`config.mk`:
```
export PLATFORM = sky130hd
export DESIGN_NAME = serial_eeprom
export DESIGN_NICKNAME = d
export VERILOG_FILES = /design/src/rtl/eeprom_pkg.sv /design/src/rtl/eeprom_datapath.sv /design/src/rtl/eeprom_ctrl.sv /design/src/rtl/serial_eeprom.sv
export SDC_FILE = /design/constraint.sdc
export NUM_CORES = 2
export LEC_CHECK = 0
export BUFFER_PORTS_ARGS = -buffer_cell sky130_fd_sc_hd__buf_4
export CAP_MARGIN = 25
export CORE_ASPECT_RATIO = 0.6
export CORE_MARGIN = 2
export CORE_UTILIZATION = 39
export CTS_CLUSTER_DIAMETER = 30
export DETAILED_ROUTE_END_ITERATION = 7
export GPL_TIMING_DRIVEN = 0
export SLEW_MARGIN = 20
export SYNTH_ARGS = -nofsm -noshare
export SYNTH_HDL_FRONTEND = slang
export SYNTH_SLANG_ARGS = --single-unit
```
`constraint.sdc`:
```
create_clock -name clk -period 4.3 [get_ports clk]
set_clock_uncertainty 0.05 [all_clocks]
set_input_delay 0.43 -clock clk [delete_from_list [all_inputs] [get_ports clk]]
set_output_delay 0.43 -clock clk [all_outputs]
set_load 0.02 [all_outputs]
```
`src/rtl/eeprom_pkg.sv`:
```
package eeprom_pkg;

  typedef enum logic [2:0] {
    S_IDLE,
    S_OPC,
    S_ADDR,
    S_DATA,
    S_READ,
    S_PROG,
    S_WAIT
  } ctrlState_e;

  typedef struct packed {
    logic shiftIn;
    logic latchAddr;
    logic loadRead;
    logic shiftOut;
    logic writeWord;
    logic eraseWord;
    logic writeAll;
    logic eraseAll;
  } dpStrobe_t;

  localparam logic [1:0] OP_EXT   = 2'b00;
  localparam logic [1:0] OP_WRITE = 2'b01;
  localparam logic [1:0] OP_READ  = 2'b10;
  localparam logic [1:0] OP_ERASE = 2'b11;

  localparam logic [1:0] EXT_DIS  = 2'b00;
  localparam logic [1:0] EXT_WALL = 2'b01;
  localparam logic [1:0] EXT_EALL = 2'b10;
  localparam logic [1:0] EXT_EN   = 2'b11;

endpackage

```
`src/rtl/eeprom_datapath.sv`:
```
module eeprom_datapath
  import eeprom_pkg::*;
#(
  parameter int WORDS  = 64,
  parameter int WORD_W = 16
) (
  input  logic              clk,
  input  logic              rstN,
  input  dpStrobe_t         st,
  input  logic              diBit,
  input  logic              wideMode,
  output logic [WORD_W-1:0] shiftNext,
  output logic              readBit
);

  localparam int WORD_AW = $clog2(WORDS);
  localparam int BYTE_AW = WORD_AW + 1;
  localparam int HALF_W  = WORD_W / 2;

  logic [WORD_W-1:0]  mem [WORDS];
  logic [WORD_W-1:0]  shiftReg;
  logic [WORD_W-1:0]  outShift;
  logic               outBit;
  logic [BYTE_AW-1:0] addrReg;
  logic [BYTE_AW-1:0] nxtAddr;
  logic [WORD_AW-1:0] nxtIdx;
  logic [WORD_AW-1:0] wrIdx;
  logic [WORD_W-1:0]  rdWord;
  logic [HALF_W-1:0]  rdHalf;
  logic [WORD_W-1:0]  loadVal;
  logic [WORD_W-1:0]  fillVal;
  logic [WORD_W-1:0]  wrMask;
  logic [WORD_W-1:0]  erMask;

  function automatic logic [WORD_AW-1:0] wordIdx(input logic [BYTE_AW-1:0] a,
                                                  input logic wide);
    return wide ? a[WORD_AW-1:0] : a[BYTE_AW-1:1];
  endfunction

  assign shiftNext = {shiftReg[WORD_W-2:0], diBit};
  assign nxtAddr   = shiftNext[BYTE_AW-1:0];
  assign nxtIdx    = wordIdx(nxtAddr, wideMode);
  assign wrIdx     = wordIdx(addrReg, wideMode);

  assign rdWord  = mem[nxtIdx];
  assign rdHalf  = nxtAddr[0] ? rdWord[WORD_W-1:HALF_W] : rdWord[HALF_W-1:0];
  assign loadVal = wideMode ? rdWord : {rdHalf, {HALF_W{1'b0}}};
  assign fillVal = wideMode ? shiftNext : {2{shiftNext[HALF_W-1:0]}};

  // byte lanes: lane 0 is the lower half, lane 1 the upper half
  for (genvar g = 0; g < 2; g++) begin : g_lane
    assign wrMask[g*HALF_W +: HALF_W] = {HALF_W{wideMode | (addrReg[0] == 1'(g))}};
    assign erMask[g*HALF_W +: HALF_W] = {HALF_W{wideMode | (nxtAddr[0] == 1'(g))}};
  end

  always_ff @(posedge clk) begin
    if (!rstN) begin
      for (int i = 0; i < WORDS; i++) mem[i] <= '1;
    end else begin
      for (int i = 0; i < WORDS; i++) begin
        if (st.eraseAll) begin
          mem[i] <= '1;
        end else if (st.eraseWord && nxtIdx == WORD_AW'(i)) begin
          mem[i] <= mem[i] | erMask;
        end else if (st.writeAll) begin
          mem[i] <= fillVal;
        end else if (st.writeWord && wrIdx == WORD_AW'(i)) begin
          mem[i] <= (mem[i] & ~wrMask) | (fillVal & wrMask);
        end
      end
    end
  end

  always_ff @(posedge clk) begin
    if (!rstN) begin
      shiftReg <= '0;
      addrReg  <= '0;
      outShift <= '0;
      outBit   <= 1'b0;
    end else begin
      if (st.shiftIn)   shiftReg <= shiftNext;
      if (st.latchAddr) addrReg  <= nxtAddr;
      if (st.loadRead) begin
        outShift <= loadVal;
        outBit   <= 1'b0;
      end else if (st.shiftOut) begin
        outBit   <= outShift[WORD_W-1];
        outShift <= {outShift[WORD_W-2:0], 1'b0};
      end
    end
  end

  assign readBit = outBit;

  AST_ONE_PROG_OP: assert property (@(posedge clk) disable iff (!rstN)
    $countones({st.writeWord, st.eraseWord, st.writeAll, st.eraseAll}) <= 1);

  AST_ERASE_ONES: assert property (@(posedge clk) disable iff (!rstN)
    st.eraseWord |=> ((mem[$past(nxtIdx)] & $past(erMask)) == $past(erMask)));

endmodule

```
`src/rtl/eeprom_ctrl.sv`:
```
module eeprom_ctrl
  import eeprom_pkg::*;
#(
  parameter int WORDS       = 64,
  parameter int WORD_W      = 16,
  parameter int PROG_CYCLES = 5000,
  parameter int CS_LOW_MIN  = 4
) (
  input  logic              clk,
  input  logic              rstN,
  input  logic              csIn,
  input  logic              sclkIn,
  input  logic              dataIn,
  input  logic              wideSel,
  input  logic [WORD_W-1:0] shiftNext,
  output dpStrobe_t         st,
  output logic              diBit,
  output logic              wideMode,
  output logic              outEn,
  output logic              outStatus,
  output logic              statusVal
);

  localparam int WORD_AW = $clog2(WORDS);
  localparam int BYTE_AW = WORD_AW + 1;
  localparam int HALF_W  = WORD_W / 2;
  localparam int CNT_W   = $clog2(WORD_W + 2);
  localparam int PC_W    = $clog2(PROG_CYCLES + 1);
  localparam int LC_W    = $clog2(CS_LOW_MIN + 1);
  localparam logic [CNT_W-1:0] ALEN_WIDE = CNT_W'(WORD_AW);
  localparam logic [CNT_W-1:0] ALEN_BYTE = CNT_W'(BYTE_AW);
  localparam logic [CNT_W-1:0] DLEN_WIDE = CNT_W'(WORD_W);
  localparam logic [CNT_W-1:0] DLEN_BYTE = CNT_W'(HALF_W);
  localparam logic [PC_W-1:0]  PROG_LAST = PC_W'(PROG_CYCLES - 1);
  localparam logic [LC_W-1:0]  LOW_MIN   = LC_W'(CS_LOW_MIN);

  logic csQ, csD, sclkQ, sclkD;
  logic sclkRise, csRise;
  ctrlState_e state, stNext;
  logic [CNT_W-1:0] bitCnt, cntNext, addrLen, dataLen;
  logic [1:0] opReg, opNext, extTop;
  logic isAll, allNext;
  logic wen, wenNext;
  logic [PC_W-1:0] progCnt;
  logic progStart;
  logic [LC_W-1:0] lowCnt;
  logic statusOn;

  // pin sampling into the system clock domain
  always_ff @(posedge clk) begin
    if (!rstN) begin
      csQ <= 1'b0; csD <= 1'b0; sclkQ <= 1'b0; sclkD <= 1'b0;
      diBit <= 1'b0; wideMode <= 1'b0;
    end else begin
      csQ <= csIn; csD <= csQ; sclkQ <= sclkIn; sclkD <= sclkQ;
      diBit <= dataIn; wideMode <= wideSel;
    end
  end

  assign sclkRise = sclkQ & ~sclkD;
  assign csRise   = csQ & ~csD;
  assign addrLen  = wideMode ? ALEN_WIDE : ALEN_BYTE;
  assign dataLen  = wideMode ? DLEN_WIDE : DLEN_BYTE;
  assign extTop   = wideMode ? shiftNext[WORD_AW-1 -: 2] : shiftNext[BYTE_AW-1 -: 2];

  always_comb begin
    stNext  = state;
    cntNext = bitCnt;
    opNext  = opReg;
    allNext = isAll;
    wenNext = wen;
    st      = '0;
    if (state == S_PROG) begin
      if (progCnt == '0) stNext = S_WAIT;
    end else if (!csQ) begin
      stNext = S_IDLE;
    end else if (sclkRise) begin
      unique case (state)
        S_IDLE: begin
          if (diBit) begin
            stNext  = S_OPC;
            cntNext = '0;
          end
        end
        S_OPC: begin
          opNext = {opReg[0], diBit};
          if (bitCnt == CNT_W'(1)) begin
            stNext  = S_ADDR;
            cntNext = '0;
          end else begin
            cntNext = bitCnt + 1'b1;
          end
        end
        S_ADDR: begin
          st.shiftIn = 1'b1;
          if (bitCnt == addrLen - 1'b1) begin
            cntNext = '0;
            unique case (opReg)
              OP_READ: begin
                st.loadRead = 1'b1;
                stNext      = S_READ;
              end
              OP_ERASE: begin
                st.eraseWord = wen;
                stNext       = wen ? S_PROG : S_WAIT;
              end
              OP_WRITE: begin
                st.latchAddr = 1'b1;
                allNext      = 1'b0;
                stNext       = S_DATA;
              end
              default: begin
                unique case (extTop)
                  EXT_EN: begin
                    wenNext = 1'b1;
                    stNext  = S_WAIT;
                  end
                  EXT_DIS: begin
                    wenNext = 1'b0;
                    stNext  = S_WAIT;
                  end
                  EXT_EALL: begin
                    st.eraseAll = wen;
                    stNext      = wen ? S_PROG : S_WAIT;
                  end
                  default: begin
                    allNext = 1'b1;
                    stNext  = S_DATA;
                  end
                endcase
              end
            endcase
          end else begin
            cntNext = bitCnt + 1'b1;
          end
        end
        S_DATA: begin
          st.shiftIn = 1'b1;
          if (bitCnt == dataLen - 1'b1) begin
            st.writeAll  = wen & isAll;
            st.writeWord = wen & ~isAll;
            stNext       = wen ? S_PROG : S_WAIT;
          end else begin
            cntNext = bitCnt + 1'b1;
          end
        end
        S_READ: begin
          if (bitCnt == dataLen) begin
            stNext = S_WAIT;
          end else begin
            st.shiftOut = 1'b1;
            cntNext     = bitCnt + 1'b1;
          end
        end
        default: ;
      endcase
    end
    progStart = (stNext == S_PROG) && (state != S_PROG);
  end

  always_ff @(posedge clk) begin
    if (!rstN) begin
      state  <= S_IDLE;
      bitCnt <= '0;
      opReg  <= '0;
      isAll  <= 1'b0;
      wen    <= 1'b0;
    end else begin
      state  <= stNext;
      bitCnt <= cntNext;
      opReg  <= opNext;
      isAll  <= allNext;
      wen    <= wenNext;
    end
  end

  // self-timed program cycle emulation
  always_ff @(posedge clk) begin
    if (!rstN) begin
      progCnt <= '0;
    end else if (progStart) begin
      progCnt <= PROG_LAST;
    end else if (state == S_PROG && progCnt != '0) begin
      progCnt <= progCnt - 1'b1;
    end
  end

  // chip-select low time and status display
  always_ff @(posedge clk) begin
    if (!rstN) begin
      lowCnt   <= '0;
      statusOn <= 1'b0;
    end else begin
      if (csQ) lowCnt <= '0;
      else if (lowCnt < LOW_MIN) lowCnt <= lowCnt + 1'b1;
      if (!csQ) statusOn <= 1'b0;
      else if (csRise && state == S_PROG && lowCnt >= LOW_MIN) statusOn <= 1'b1;
    end
  end

  assign outEn     = csQ & ((state == S_READ) | statusOn);
  assign outStatus = statusOn;
  assign statusVal = (state != S_PROG);

  AST_PROG_NEEDS_WEN: assert property (@(posedge clk) disable iff (!rstN)
    (state != S_PROG && stNext == S_PROG) |-> wen);

  AST_BUSY_UNTIL_DONE: assert property (@(posedge clk) disable iff (!rstN)
    (state == S_PROG && progCnt != '0) |=> state == S_PROG);

  AST_STATUS_DROPS: assert property (@(posedge clk) disable iff (!rstN)
    !csQ |=> !statusOn);

  AST_READ_BOUND: assert property (@(posedge clk) disable iff (!rstN)
    state == S_READ |-> bitCnt <= dataLen);

  AST_RELEASE_CS_LOW: assert property (@(posedge clk) disable iff (!rstN)
    !csIn |=> !outEn);

endmodule

```
`src/rtl/serial_eeprom.sv`:
```
module serial_eeprom
  import eeprom_pkg::*;
#(
  parameter int WORDS       = 64,
  parameter int WORD_W      = 16,
  parameter int PROG_CYCLES = 5000,
  parameter int CS_LOW_MIN  = 4
) (
  input  logic clk,
  input  logic rstN,
  input  logic csIn,
  input  logic sclkIn,
  input  logic dataIn,
  input  logic wideSel,
  output logic serOut,
  output logic serOutEn
);

  dpStrobe_t         strobes;
  logic [WORD_W-1:0] shiftNext;
  logic              diBit, wideMode, outEn, outStatus, statusVal, readBit;

  eeprom_ctrl #(
    .WORDS(WORDS), .WORD_W(WORD_W),
    .PROG_CYCLES(PROG_CYCLES), .CS_LOW_MIN(CS_LOW_MIN)
  ) i_ctrl (
    .clk(clk), .rstN(rstN), .csIn(csIn), .sclkIn(sclkIn), .dataIn(dataIn),
    .wideSel(wideSel), .shiftNext(shiftNext), .st(strobes), .diBit(diBit),
    .wideMode(wideMode), .outEn(outEn), .outStatus(outStatus), .statusVal(statusVal)
  );

  eeprom_datapath #(
    .WORDS(WORDS), .WORD_W(WORD_W)
  ) i_dp (
    .clk(clk), .rstN(rstN), .st(strobes), .diBit(diBit), .wideMode(wideMode),
    .shiftNext(shiftNext), .readBit(readBit)
  );

  assign serOutEn = outEn;
  assign serOut   = outEn & (outStatus ? statusVal : readBit);

endmodule

```
Word-level counts from Yosys, hierarchy flattened. Memories as Yosys holds them, arrays and structs flattened. Cells that the tools add are included.

Register bits after elaboration: 74. Latch bits: 0. Bits in writable memories: 1024. Bits in read-only memories: 0. Input bits: 6. Output and inout port bits: 2. Logic and storage cells: 2011. Memories: 1.

$add $sub $neg: 5. Multipliers: 0. Div/mod/pow operators: 0. $lt $le $gt $ge: 2. Equality and inequality tests: 146. Shift-type cells: 0. Multiplexer cells: 1213. Bitwise operators: 470. Reduce and logical (&&, ||, !) cells: 155.

Memory list: i_dp.mem (words 64, width 16, rd ports 65, clocked after memory_dff 0, write ports 64, RTL line eeprom_datapath.sv:20) `logic [WORD_W-1:0] mem [WORDS];`.

Operator list (count): 16-bit 2-to-1 mux (260); 16-bit OR (128); 16-bit bitwise AND (65); 1-bit 2-to-1 mux (920); 6-bit equality test (second input constant) (64); 1-bit OR (261); 6-bit by 5-bit equality test with 1-bit output (second input constant) (32); 1-bit logical AND (132); 6-bit by 4-bit equality test with 1-bit output (second input constant) (16); 6-bit by 3-bit equality test with 1-bit output (second input constant) (8); 8-bit 2-to-1 mux (4); 5-bit 2-to-1 mux (6); 3-bit 2-to-1 mux (9); 13-bit 2-to-1 mux (2); 5-bit one-hot mux with 5 select lines (1); 6-bit by 2-bit equality test with 1-bit output (second input constant) (4); 7-bit AND reduction (3); 16-bit NOT (1); 5-bit equality test (3); 3-bit one-hot mux with 5 select lines (1); 13-bit zero test (1); 13-bit nonzero test (1); 13-bit by 1-bit subtractor with 13-bit output (second input constant) (1); 6-bit by 1-bit equality test with 1-bit output (second input constant) (2); 30 further kinds (66).

Logic depth before layout (Yosys ltp).
Word-level depth: 17. Gate-level depth with buffers: 19. Depth with buffers taken out: 12.

Hierarchy. A second synthesis with hierarchy kept.

Cells, all modules: 5904. Area, all modules: 64094.0 sq um.

By module, submodules not included: eeprom_datapath (times used 1, cells an instance 5653, area each 61953.2 sq um, seq. area each 31530.2 sq um); eeprom_ctrl (times used 1, cells an instance 249, area each 2124.5 sq um, seq. area each 700.7 sq um); serial_eeprom (times used 1, cells an instance 2, area each 16.3 sq um, seq. area each 0.0 sq um).

Least setup slack after synthesis. Ideal clock, no wire load.

Path type: register to register. From: register i_ctrl.wideMode. To: memory i_dp.mem[0][0] (enable). Setup time: 0.465 ns. Data arrival time: 3.937 ns. Data required time: 3.785 ns. Slack: -0.152 ns. Stages on the path, launching flop included: 17. Buffers on the path: 7. Period minus slack after synthesis: 4.452 ns. Path through: dfxtp_1 > buf_2 > buf_2 > clkbuf_1 > clkbuf_1 > a21oi_1 > inv_1 > clkbuf_1 > ha_1 > inv_1 > or3_1 > o31ai_2 > buf_2 > nor2_1 > clkbuf_1 > a31oi_1 > o21ai_0.

RTL lines: start, declared (RTL line eeprom_ctrl.sv:18) `output logic wideMode,`; start signal, assigned (RTL line eeprom_ctrl.sv:56) `diBit <= dataIn; wideMode <= wideSel;`; end, declared (RTL line eeprom_datapath.sv:20).

Worst setup path in the final report.
From: register i_dp.shiftReg[0]. To: register i_dp.outShift[13].

Cells in the longest elaborated chain, start to end: 5.

RTL lines: start, declared (RTL line eeprom_datapath.sv:21) `logic [WORD_W-1:0] shiftReg;`; start signal, assigned (RTL line eeprom_datapath.sv:81) `if (st.shiftIn) shiftReg <= shiftNext;`; 6-bit 2-to-1 mux * (RTL line eeprom_datapath.sv:37) `return wide ? a[WORD_AW-1:0] : a[BYTE_AW-1:1];`; memory read 64 x 16 bit *; 8-bit 2-to-1 mux (RTL line eeprom_datapath.sv:46) `assign rdHalf = nxtAddr[0] ? rdWord[WORD_W-1:HALF_W] : rdWord[HALF_W-1:0];`; 16-bit 2-to-1 mux * (RTL line eeprom_datapath.sv:47) `assign loadVal = wideMode ? rdWord : {rdHalf, {HALF_W{1'b0}}};`; 16-bit 2-to-1 mux * (RTL line eeprom_datapath.sv:83) `if (st.loadRead) begin`; end signal, assigned (RTL line eeprom_datapath.sv:84) `outShift <= loadVal;`; end signal, assigned (RTL line eeprom_datapath.sv:88) `outShift <= {outShift[WORD_W-2:0], 1'b0};`; end, declared (RTL line eeprom_datapath.sv:22) `logic [WORD_W-1:0] outShift;`.

Mark *: on every way between the ends. The rest lies on a longest branch, timed or not. A chain may end at the register's enable or synchronous reset.

==> flow_summary.toml <==
[status]
outcome = "finished, violations left"
violations = "DRC, setup timing"

[floorplanning]
pin_count = 8
die_area_mm2 = 0.154
initial_core_util = 0.392
num_rows = 110
die_height_um = 304
core_mm2 = 0.150
die_x_um = 505

[power_and_ir_drop]
powerDensity_mw_per_mm2 = 367
vdd_drop_max_uv = 418
p_leak_nw = 20.4

[yosys]
synth_top_family_by_area = "compound AO/OA/AOI/OAI gates"
synth_most_common_cell = "edfxtp_1"
netlist_area_mm2 = 0.0587
synth_area_leader_cell = "edfxtp_1"
synthAdderAreaFrac = 0.00235
synth.distinct_cells = 91
synth_top_area_frac = 0.524
yosys_most_used_dff = "edfxtp_1"
ys_top_cells_by_count = "edfxtp_1, o22a_1, a21oi_1, mux2i_1"
synth_compound_area_frac = 0.244
muxShareOfSynthArea = 0.106
yosysSeqAreaShare = 0.549
synth-edff-count = 1024
ys_ff_latch = 1098
syn_inst = 4757
synth_xor_area_frac = 0.00254
synth_simple_gate_area_share = 0.0683
synthArstFlopShare = 0
synth.net_count = 4774
syn_area_per_cell_um2 = 12.3
synth-warning-count = 0
synth.area.top_cells = "edfxtp_1, o22a_1, mux2i_1"

[run]
drv_cap = 0

[grt]
antenna_found_initial = 26
grt_pass1_wl_mm = 429
grt_use_total = 0.404
first_global_vias = 50300
grt_max_degree = 20
overflow = 0

[sta]
timing.final.ws_setup_ns = -0.324
worst_pin_slew_ns = 1.41
rsz0062_at_grt = "yes"
hold_viol = 0
max_freq_ghz = 0.216
slew_viol_final = 0
slew_headroom = 0.0628
setup_tns_ns = -9.95
setup_viol = 222
fin_crit_ns = 4.62
fin_crit_sh = 1.08

[detailed_routing]
ant_nets = 0
wl_per_cell_um = 42.9
drt_iter0_markers = 11000
vias = 56100
drc_errors = 30
routed_wirelength_mm = 321
first_pass_iters = 8
avgViaCountPerCell = 7.49

[cells_and_area]
nNetsFinal = 5301
areaGrowthSynthToFinish_pct = 30.3
multiInputGateArea_mm2 = 0.0281
regArea_mm2 = 0.0322
num-fill-cells = 12900
drive_gt1_frac = 0.264

[setup_path]
cp.arrival_ns = 5.24
required_ns = 4.91
start_kind = "flip-flop"
worstPathMaxFanout = 10
crit_path_end_kind = "flip-flop"
r2r_setup_slack_ns = -0.32
worstSetupPathType = "flip-flop to flip-flop"

[clocking]
clkSlewWorstSetupHoldPaths_ns = 0.05
cts_buffer_depth = 3
cts_root_buf = "clkbuf_16"
cts_tree = "yes"
clk_latency_ns = 0.84
htreeDepth = 4
cts_sinks = 1098
cts_inserted_buffers = 182

[place]
dp_slack_ns = -3.67
io_buffers = 7
place_congestion = 1.12
dp_hpwl_mm = 236

[hold_path]
hold_class = "input port to flip-flop"
-- cells in the final DEF (no fill, tap or decap), types with 93 or more instances in the layout --
cell type,Yosys,layout
clkbuf_16,0,191
mux2i_1,335,333
edfxtp_1,1024,1024
buf_4,2,144
a21oi_1,377,306
mux4_2,124,124
buf_12,0,93
o22ai_1,152,152
nor2_1,322,286
nand2_1,322,314
clkbuf_1,273,185
o22a_1,840,840
-- flip-flops by register name, indices dropped and copies added (netlist names), 2 cells and up, named ones only --
register        cells
i_ctrl.bitCnt       5
i_ctrl.lowCnt       3
i_ctrl.opReg        2
i_ctrl.progCnt     13
i_ctrl.state        3
i_dp.addrReg        7
i_dp.mem         1008
i_dp.outShift      16
i_dp.shiftReg      15
-- path summary, 6_finish.rpt --
path,from,to,depth (start not counted)
setup reg to reg,i_dp.shiftReg[0]$_SDFFE_PN0P_,i_dp.outShift[13]$_SDFFE_PN0P_,13
hold reg to reg,i_ctrl.sclkQ$_SDFF_PN0_,i_ctrl.sclkD$_SDFF_PN0_,1
hold / removal,rstN,i_ctrl.state[1]$_SDFF_PN0_,3
setup / recovery,i_dp.shiftReg[0]$_SDFFE_PN0P_,i_dp.outShift[13]$_SDFFE_PN0P_,13
-- cell families (layout without fill, tap and decap cells) --
group,count (synthesis),count (layout)
AO/OA/AOI/OAI,1881,1881
XOR/XNOR,17,17
adder cells (fa/ha/maj),11,11
buffers and inverters,402,1086
flip-flops,1098,1098
multiplexers,466,466
other,0,31
AND/OR/NAND/NOR,882,883
-- area by class of cell --
type / instances / share of cell area
Multi-Input combinational cell: 3258 / 0.368
Sequential cell: 1098 / 0.422
Clock buffer: 204 / 0.0619
Tap cell: 2016 / 0.0330
Timing Repair Buffer: 355 / 0.0666
Buffer: 370 / 0.0279
Inverter: 19 / 0.000949
Antenna cell: 31 / 0.00101
Clock inverter: 138 / 0.0190
-- where the power goes --
group | switching, mW | internal, mW
Clock | 6.06 | 9.04
Combinational | 0.920 | 0.352
Sequential | 0.00564 | 11.6
-- critical path, stage by stage, from the launching register on --
cell	delay, ns
dfxtp_1	0.29
clkbuf_2	0.20
buf_2	0.30
nand2_2	0.36
clkbuf_2	0.49
buf_1	0.51
buf_6	0.30
o22ai_1	0.27
o21ai_0	0.31
nand4_1	0.13
a21oi_1	0.28
a211oi_1	0.15
nor3b_2	0.63
o22ai_1	0.14
-- layer usage --
| metal | routed length [µm] | part of all wire | vias up | GRT usage |
|---|---|---|---|---|
| li1 | - | - | 20700 | - |
| met1 | 121000 | 0.38 | 28200 | 0.550 |
| met2 | 113000 | 0.35 | 5988 | 0.475 |
| met3 | 68400 | 0.21 | 1096 | 0.268 |
| met4 | 17400 | 0.054 | 36 | 0.182 |
| met5 | 1350 | 0.0042 | - | 0.0509 |
-- timing repair --
| item | in CTS | in global routing |
|---|---|---|
| hold endpoints to repair | 4 | 0 |
| pin swaps | 122 | 30 |
| endpoints found under the setup margin | 2082 | 1376 |
| gates cloned | 4 | 0 |
| setup buffers | 133 | 37 |
| hold buffers | 4 | 0 |
| gates resized for setup | 496 | 138 |
-- per-stage QoR --
step           hold slack (ns)  utilization  instances  instance area, µm²  total power, mW
2_1_floorplan            0.371            -       4757               58700             12.3
3_3_place_gp             0.383        0.409       6780               61200             12.8
3_5_place_dp             0.398        0.433       6938               64800             12.9
4_1_cts                  0.270        0.503       7413               75300             27.8
5_1_grt                  0.324        0.511       7464               76400             28.3
6_report                 0.290        0.511       7489               76400             28.0
(Power assumes the default switching activity.)
